[config.mk]
export PLATFORM = sky130hd
export DESIGN_NAME = trap_entry_unit
export DESIGN_NICKNAME = d
export VERILOG_FILES = /design/src/rtl/trap_pkg.sv /design/src/rtl/trap_vec_table.sv /design/src/rtl/trap_vbase_reg.sv /design/src/rtl/trap_save_reg.sv /design/src/rtl/trap_entry_unit.sv
export SDC_FILE = /design/constraint.sdc
export NUM_CORES = 1
export LEC_CHECK = 0
export BUFFER_PORTS_ARGS = -buffer_cell sky130_fd_sc_hd__buf_2
export CORE_MARGIN = 2
export CORE_UTILIZATION = 49
export DETAILED_ROUTE_END_ITERATION = 7
export PLACE_DENSITY = 0.82
export SLEW_MARGIN = 20
export SYNTH_ARGS = -nofsm -noshare
export SYNTH_HDL_FRONTEND = slang
export SYNTH_SLANG_ARGS = --single-unit
[constraint.sdc]
create_clock -name clk -period 7.6 [get_ports clk]
set_input_delay 1.14 -clock clk [delete_from_list [all_inputs] [get_ports clk]]
set_output_delay 1.14 -clock clk [all_outputs]
set_load 0.005 [all_outputs]
[src/rtl/trap_pkg.sv]
// trap_pkg: shared fault encodings, save policies and lookup result type
// for the exception vector entry unit.
// Assumes fault codes are 5 bits wide and that codes above FC_INTOVF are unused.
package trap_pkg;

    localparam int FC_W  = 5;
    localparam int OFF_W = 16;

    typedef enum logic [FC_W-1:0] {
        FC_NONE     = 5'd0,
        FC_RESET    = 5'd1,
        FC_MCHK     = 5'd2,
        FC_ARITH    = 5'd3,
        FC_INTR     = 5'd4,
        FC_DTLB_NAT = 5'd5,
        FC_DTLB_PRV = 5'd6,
        FC_ALIGN    = 5'd7,
        FC_DFAULT   = 5'd8,
        FC_DACV     = 5'd9,
        FC_IMISS    = 5'd10,
        FC_IFAULT   = 5'd11,
        FC_IACV     = 5'd12,
        FC_UNIMP    = 5'd13,
        FC_FPDIS    = 5'd14,
        FC_PRIVCALL = 5'd15,
        FC_INTOVF   = 5'd16
    } fault_e;

    // How the saved return address reacts to a taken trap
    typedef enum logic [1:0] {
        SV_HOLD = 2'd0,
        SV_AT   = 2'd1,
        SV_PAST = 2'd2
    } save_e;

    typedef struct packed {
        logic             hit;
        logic [OFF_W-1:0] off;
        save_e            save;
        logic             err;
    } vec_info_t;

    // True for every code that names a real fault
    function automatic logic is_fault(input logic [FC_W-1:0] code);
        return (code != 5'd0) && (code <= 5'd16);
    endfunction

endpackage

[src/rtl/trap_vec_table.sv]
// trap_vec_table: maps a fault code to its handler offset, save policy and
// error flag. Purely combinational.
// Assumes priv reflects bit 0 of the PC of the faulting instruction.
module trap_vec_table
    import trap_pkg::*;
(
    input  logic [FC_W-1:0] code,
    input  logic            priv,
    output vec_info_t       info
);

    // Decode the fault code into vector information
    always_comb begin
        info      = '0;
        info.save = SV_HOLD;
        info.hit  = 1'b1;
        info.save = SV_AT;
        case (code)
            FC_RESET:    info.off = 16'h0001;
            FC_MCHK:     info.off = 16'h0401;
            FC_INTR: begin
                info.off  = 16'h0101;
                info.save = priv ? SV_HOLD : SV_AT;
            end
            FC_DTLB_NAT: info.off = 16'h0201;
            FC_DTLB_PRV: info.off = 16'h0281;
            FC_ALIGN:    info.off = 16'h0301;
            FC_DFAULT,
            FC_DACV:     info.off = 16'h0381;
            FC_IMISS,
            FC_IFAULT:   info.off = 16'h0181;
            FC_IACV:     info.off = 16'h0081;
            FC_UNIMP:    info.off = 16'h0481;
            FC_FPDIS:    info.off = 16'h0581;
            FC_PRIVCALL: begin
                info.off  = 16'h2001;
                info.save = SV_PAST;
            end
            FC_INTOVF: begin
                info.off  = 16'h0501;
                info.save = SV_PAST;
            end
            FC_ARITH: begin
                info.hit  = 1'b0;
                info.save = SV_HOLD;
                info.err  = 1'b1;
            end
            default: begin
                info.hit  = 1'b0;
                info.save = SV_HOLD;
            end
        endcase
    end

endmodule

[src/rtl/trap_vbase_reg.sv]
// trap_vbase_reg: holds the programmable vector base.
// Assumes a write takes effect at the clock edge that samples it.
module trap_vbase_reg #(
    parameter int               XLEN    = 64,
    parameter logic [XLEN-1:0]  RST_VAL = 64'h4000
) (
    input  logic            clk,
    input  logic            rst_n,
    input  logic            we,
    input  logic [XLEN-1:0] wdata,
    output logic [XLEN-1:0] q
);

    // Load the base on reset or on a write
    always_ff @(posedge clk) begin
        if (!rst_n)  q <= RST_VAL;
        else if (we) q <= wdata;
    end

endmodule

[src/rtl/trap_save_reg.sv]
// trap_save_reg: the saved exception return address register.
// Assumes upd is set only for a taken trap. The mode picks hold, current PC or PC+4.
module trap_save_reg
    import trap_pkg::*;
#(
    parameter int XLEN = 64
) (
    input  logic            clk,
    input  logic            rst_n,
    input  logic            upd,
    input  save_e           mode,
    input  logic [XLEN-1:0] pc_in,
    output logic [XLEN-1:0] q
);

    localparam logic [XLEN-1:0] INSN_BYTES = XLEN'(4);

    // Capture the return address according to the save policy
    always_ff @(posedge clk) begin
        if (!rst_n) q <= '0;
        else if (upd) begin
            case (mode)
                SV_AT:   q <= pc_in;
                SV_PAST: q <= pc_in + INSN_BYTES;
                default: q <= q;
            endcase
        end
    end

    a_r5_skip_insn: assert property (@(posedge clk) disable iff (!rst_n)
        (upd && mode == SV_PAST) |=> (q == $past(pc_in) + INSN_BYTES));

    a_r4_save_at: assert property (@(posedge clk) disable iff (!rst_n)
        (upd && mode == SV_AT) |=> (q == $past(pc_in)));

endmodule

[src/rtl/trap_entry_unit.sv]
// trap_entry_unit: trap entry and return-from-trap sequencer.
// Assumes one request per cycle. A fault takes priority over a return. All outputs
// are registered and pulse for one cycle after the sampling edge.
module trap_entry_unit
    import trap_pkg::*;
#(
    parameter int               XLEN      = 64,
    parameter logic [XLEN-1:0]  VBASE_RST = 64'h4000
) (
    input  logic              clk,
    input  logic              rst_n,
    input  logic [FC_W-1:0]   fault_code,
    input  logic [XLEN-1:0]   cur_pc,
    input  logic              rfe_req,
    input  logic              vb_we,
    input  logic [XLEN-1:0]   vb_wdata,
    output logic              redir_vld,
    output logic [XLEN-1:0]   redir_pc,
    output logic [XLEN-1:0]   redir_npc,
    output logic [XLEN-1:0]   saved_pc,
    output logic              shadow_enter,
    output logic              shadow_exit,
    output logic              chk_intr,
    output logic              arith_err
);

    localparam logic [XLEN-1:0] INSN_BYTES = XLEN'(4);

    logic              priv;
    logic              fault_act;
    logic              ret_ok;
    logic              ret_bad;
    logic              trap_go;
    logic              ret_go;
    logic [FC_W-1:0]   sel_code;
    vec_info_t         info;
    logic [XLEN-1:0]   vbase;
    logic [XLEN-1:0]   tgt_pc;

    assign priv      = cur_pc[0];
    assign fault_act = is_fault(fault_code);
    assign ret_ok    = rfe_req && priv;
    assign ret_bad   = rfe_req && !priv;

    // Choose the code to look up: a real fault, else an illegal return
    always_comb begin
        if (fault_act)    sel_code = fault_code;
        else if (ret_bad) sel_code = FC_UNIMP;
        else              sel_code = FC_NONE;
    end

    trap_vec_table u_table (
        .code (sel_code),
        .priv (priv),
        .info (info)
    );

    trap_vbase_reg #(.XLEN(XLEN), .RST_VAL(VBASE_RST)) u_vbase (
        .clk   (clk),
        .rst_n (rst_n),
        .we    (vb_we),
        .wdata (vb_wdata),
        .q     (vbase)
    );

    assign trap_go = info.hit;
    assign ret_go  = !fault_act && ret_ok;

    trap_save_reg #(.XLEN(XLEN)) u_save (
        .clk   (clk),
        .rst_n (rst_n),
        .upd   (trap_go),
        .mode  (info.save),
        .pc_in (cur_pc),
        .q     (saved_pc)
    );

    // Redirect target: handler entry or saved return address
    always_comb begin
        if (trap_go)     tgt_pc = vbase + XLEN'(info.off);
        else if (ret_go) tgt_pc = saved_pc;
        else             tgt_pc = '0;
    end

    // Register the redirect and the one-cycle strobes
    always_ff @(posedge clk) begin
        if (!rst_n) begin
            redir_vld    <= 1'b0;
            redir_pc     <= '0;
            redir_npc    <= '0;
            shadow_enter <= 1'b0;
            shadow_exit  <= 1'b0;
            chk_intr     <= 1'b0;
            arith_err    <= 1'b0;
        end else begin
            redir_vld    <= trap_go || ret_go;
            redir_pc     <= tgt_pc;
            redir_npc    <= (trap_go || ret_go) ? tgt_pc + INSN_BYTES : '0;
            shadow_enter <= trap_go && !priv;
            shadow_exit  <= ret_go && !saved_pc[0];
            chk_intr     <= ret_go;
            arith_err    <= info.err;
        end
    end

    a_r3_npc_follows: assert property (@(posedge clk) disable iff (!rst_n)
        redir_vld |-> (redir_npc == redir_pc + INSN_BYTES));

    a_r6_priv_intr_keeps: assert property (@(posedge clk) disable iff (!rst_n)
        (fault_code == FC_INTR && cur_pc[0]) |=> $stable(saved_pc));

    a_r7_strobes_apart: assert property (@(posedge clk) disable iff (!rst_n)
        shadow_enter |-> (redir_vld && !shadow_exit && !chk_intr));

    a_r8_chk_has_redir: assert property (@(posedge clk) disable iff (!rst_n)
        chk_intr |-> redir_vld);

    a_r10_arith_quiet: assert property (@(posedge clk) disable iff (!rst_n)
        arith_err |-> (!redir_vld && !shadow_enter));

    a_r11_idle_quiet: assert property (@(posedge clk) disable iff (!rst_n)
        (fault_code == FC_NONE && !rfe_req) |=> (!redir_vld && !arith_err && $stable(saved_pc)));

    a_r13_fault_wins: assert property (@(posedge clk) disable iff (!rst_n)
        (is_fault(fault_code) && rfe_req) |=> !chk_intr);

endmodule

Word-level counts from Yosys, hierarchy flattened
Cells that the tools add are included.
W data, S select, Z words.
- input port bits: 137
- output and inout bits: 197
- flip-flop bits (word level): 261
- word-level logic and storage cells: 60
- reduce and logical (&&, ||, !) cells: 19
- magnitude comparators: 1
- add/subtract/negate cells: 3
- equal/unequal tests: 18
- multiplexer cells: 10
- operators with widths (kind ; number):
    $pmux W14 S13 ; 1
    $add A64 B3 Y64 const B ; 2
    $mux W64 ; 2
    $pmux W64 S2 ; 1
    $add A64 B16 Y64 ; 1
    $eq A5 B4 Y1 const B ; 8
    $eq A5 B3 Y1 const B ; 4
    $reduce_or A15 Y1 ; 1
    $reduce_or A12 Y1 ; 1
    $eq A5 B2 Y1 const B ; 2
    $logic_and A1 B1 Y1 ; 6
    $pmux W2 S3 ; 1
    $reduce_or A2 Y1 ; 3
    $eq A5 B1 Y1 const B ; 1
    $eq A5 B5 Y1 const B ; 1
    $le A5 B5 Y1 const B ; 1
    $mux W5 ; 1
    $reduce_bool A5 Y1 ; 1
    $mux W4 ; 1
    $reduce_and A2 Y1 ; 2
    $logic_not A1 Y1 ; 3
    $mux W1 ; 3
    $eq A2 B1 Y1 const B ; 1
    $eq A2 B2 Y1 const B ; 1
    other kinds (2) ; 2

Longest topological paths before layout
- depth after elaboration: 10
- mapped depth: 29
- gate-level depth less buffers: 22

Modules after synthesis
From an unflattened synthesis, not the netlist that was laid out.
- cell total of the unflattened synthesis: 1831
- area total of the unflattened synthesis: 15489.9 um^2
- modules (own cells, without submodules) (module ; seq. area each (um^2) ; area an instance (um^2) ; cells each ; times used):
    trap_entry_unit ; 2662.6 ; 9126.3 ; 1144 ; 1
    trap_save_reg ; 1281.2 ; 3545.9 ; 431 ; 1
    trap_vbase_reg ; 1281.2 ; 2448.6 ; 206 ; 1
    trap_vec_table ; 0.0 ; 369.1 ; 50 ; 1

Worst setup path before layout
No wires, ideal clock.
- kind: input -> register
- start point: input port fault_code[0]
- end point: register redir_npc[51]
- slack: -5 ps
- setup time: 121 ps
- stages: 28
- arrival: 7485 ps
- path buffers: 8
- data required time: 7479 ps
- cell sequence: or2_1 -> nand2b_1 -> inv_1 -> ha_1 -> buf_4 -> or2_1 -> buf_2 -> o32ai_4 -> nor2_2 -> inv_2 -> clkbuf_1 -> clkbuf_1 -> buf_1 -> clkbuf_1 -> ha_1 -> ha_1 -> clkbuf_1 -> nand4_1 -> nor4_1 -> a211oi_2 -> buf_2 -> nor4_1 -> xnor2_1 -> a21oi_2 -> nand4_1 -> or4_4 -> nor4_1 -> mux2_2
- word-level cells in the longest chain between the ends: 9
- elaborated cells between the ends (all ways): 32
- those cells by class: add/sub (2); order compare (1); eq/ne (15); mux (5); reduce/logical (9)
- ends and longest elaborated chain (element ; line ; text):
    start: declaration ; trap_entry_unit.sv:12 ; input logic [FC_W-1:0] fault_code,
    $le A5 B5 Y1 / $reduce_bool A5 Y1 (equally long branches) ; trap_pkg.sv:45 ; return (code != 5'd0) && (code <= 5'd16);
    $logic_and A1 B1 Y1 ; trap_pkg.sv:45 ;
    $mux W5 ; trap_entry_unit.sv:47 ; if (fault_act) sel_code = fault_code;
    $eq A5 B4 Y1 ; trap_vec_table.sv:18 ; case (code)
    $reduce_or A2 Y1 ; trap_vec_table.sv:18 ;
    $pmux W14 S13 ; trap_vec_table.sv:18 ;
    $add A64 B16 Y64 ; trap_entry_unit.sv:80 ; if (trap_go) tgt_pc = vbase + XLEN'(info.off);
    $mux W64 ; trap_entry_unit.sv:80 ;
    $add A64 B3 Y64 ; trap_entry_unit.sv:98 ; redir_npc <= (trap_go || ret_go) ? tgt_pc + INSN_BYTES : '0;
    end signal: assignment ; trap_entry_unit.sv:98 ;
    end: declaration ; trap_entry_unit.sv:19 ; output logic [XLEN-1:0] redir_npc,
Several ways; a longest one is shown, not always the timed one.
A chain may end at the register's enable or synchronous reset.

Final worst setup path
Same ends and word-level chain as after synthesis.

==> flow_summary.yaml <==
synth:
  synthAdderAreaFrac: 0.00986
  yosys_register_bits: 261
  synth_ff_type: "dfxtp_1"
  synth_top_family_by_area: "simple AND/OR/NAND/NOR gates"
  synthXorXnorAreaFrac: 0.0834
  synth_warnings: 0
  yosysTopAreaCellShare: 0.374
  synth_compound_area_frac: 0.157
  synth_area_leader_cell: "dfxtp_1"
  synthesis.nets: 1826
  ys_types: 91
  synthCells: 1678
  synthMuxAreaShare: 0.0657
  synth_simple_gate_area_frac: 0.274
  avgSynthCellArea_um2: 8.32
  async_reset_ff_frac: 0
  ys_seq_area_frac: 0.374
  synth_edf_count: 0
  synth_area_mm2: 0.0140
  synth_area_leaders: "dfxtp_1, nor2_1, mux2i_1"
timing:
  period_needed_ps: 6850
  fin_crit_sh: 0.901
  final_hold_viol_count: 0
  worst_slew_pin_slew_ps: 992
  slew_headroom: 0.333
  fmax_ghz: 0.146
  final-setup-viol-count: 0
  skew_ps: 14.5
  drv_slew: 0
  fin_ws_ps: 753
  tns_ps: 0
  rsz0062_at_grt: "false"
layout:
  layout_common_cells: "buf_2, dfxtp_1, nor2_1, nand2_1, nand3_1"
  design_area_mm2: 0.0169
  nNetsFinal: 2108
  regArea_mm2: 0.00523
  drive_gt1_frac: 0.235
  fillers: 2477
  area_growth_pct: 21.1
  final_cells: 2359
  multi_input_area_mm2: 0.00827
  layout_commonest_cell: "buf_2"
global_routing:
  first_global_vias: 12685
  grt_max_degree: 95
  antenna_found_initial: 2
  grt_pass1_wl_um: 74700
  globalRouteOverflowTotal: 0
  grt.total_usage: 0.315
detailed_routing:
  dr_total_vias: 13844
  drt_iter0_drc: 1511
  ant_nets: 0
  drc_errors: 0
  routedWlPerCell_um: 20.7
  totalWireLength_um: 48900
  first_pass_iters: 6
  via_per_inst: 5.87
die:
  row_count: 61
  fp.dieH_um: 173
  coreArea_mm2: 0.0279
  ioPinCount: 334
  dieArea_mm2: 0.0299
  start_util: 0.500
  die_w_um: 173
placed_design:
  hpwl_um: 38100
  port_buffers: 333
  post_dp_cell_area_mm2: 0.0159
  placed_cells: 2310
  pre_cts_ws_ps: 299
  routabilityCongestion: 1.00
pwr:
  finalPower_uw: 3660
  p_leak_uw: 0.00700
  power_density_mw_per_mm2: 217
  ir_drop_mv: 0.138
cts:
  cts_tree: "done"
  cts_resized: 0
  post-cts-setup-buffers: 0
  cts_made_buffers: 26
  clock_latency_ps: 540
  clockRootBuffer: "clkbuf_16"
  clock_sinks: 261
  h-tree-depth: 1
  ctsHoldBuffers: 0
  clk_path_buf_depth: 3
  cts.clk_slew.worst_paths_ps: 60
worst_setup_path:
  worstSetupStartpoint: "fault_code[0]"
  end_kind: "flip-flop"
  crit_type: "primary input to flip-flop"
  cp.required_ps: 8020
  start_kind: "primary input"
  rr_startpoint: "u_vbase.q[15]"
  path_max_fanout: 13
  cp.arrival_ps: 7260
hold_path:
  hp-start: "u_vbase.q[8]"
  min_path_type: "flip-flop to flip-flop"
run:
  cap_violations: 0
status:
  outcome: "complete, no violations"
==> flip-flops by register name, indices dropped and copies added (netlist names) <==
signal,flops
redir_vld,1
shadow_enter,1
u_save.q,64
chk_intr,1
shadow_exit,1
u_vbase.q,64
arith_err,1
redir_pc,64
redir_npc,64
==> cell type report <==
cell class,instances,share of cell area
antenna,2,0.000296
clock inverter,12,0.0114
clock buffer,35,0.0453
inverter,14,0.00326
timing repair buffer,362,0.113
multi-input combinational,1295,0.489
sequential,261,0.309
tap,378,0.0280
==> report_power, final <==
part           switching, µW  total [µW]  internal, µW
sequential               144        1620          1480
combinational            382         637           255
clock                    531        1410           874
total                   1060        3660          2600
==> metrics by stage <==
stage | utilization | hold slack (ps)
floorplan | - | 467
global placement | 0.570 | 482
detailed placement | 0.570 | 502
CTS | 0.605 | 517
global route | 0.605 | 552
finish | 0.605 | 511
==> routing by layer <==
metal / global-route usage / wire length, µm
met2: 0.450 / 19800
met4: 0.0802 / 1190
met1: 0.471 / 22500
met5: 0 / 7
met3: 0.0761 / 5290
==> cells in the mapped netlist, drive strengths merged (7+ instances only) <==
cell type	number
nor3	35
nand2	125
mux2	18
and4	12
a32o	7
nor2	252
a21oi	73
o31ai	17
xor2	71
nand3	80
nand2b	8
nor4	24
or3	18
dfxtp	261
and2	56
clkbuf	75
mux2i	71
a311oi	8
or4	11
xnor2	62
o21ai	50
a211oi	68
ha	11
and3	49
inv	13
a31oi	13
buf	33
nand4	55
a21o	8
a2111oi	12
==> final timing paths <==
check,endpoint,slack (ps),cells past startpoint
max,redir_npc[51],750,24
min reg2reg,u_vbase.q[8],510,2
min,u_vbase.q[8],510,2
max reg2reg,redir_npc[62],2800,10
==> worst max-delay path, stage by stage <==
cell	delay, ps
buf_2	140
or2_1	270
nand2b_1	200
inv_1	80
ha_1	370
buf_4	250
nor2_1	130
a221oi_2	100
o32ai_4	600
nor2_4	80
inv_2	70
ha_1	200
ha_1	300
nand4_1	200
nor4_1	420
a211oi_2	140
buf_4	230
nor4_1	350
xnor2_1	130
a21oi_2	370
nand4_1	260
or4_4	590
nor4_1	250
mux2_2	370
==> cells by family after synthesis <==
| logic type | count (synthesis) |
|---|---|
| flops | 261 |
| mux | 89 |
| buf+inv | 122 |
| fa+ha+maj | 11 |
| xor+xnor | 133 |
| compound gates | 309 |
| simple gates | 753 |
Power figures use the tool's default switching activity.
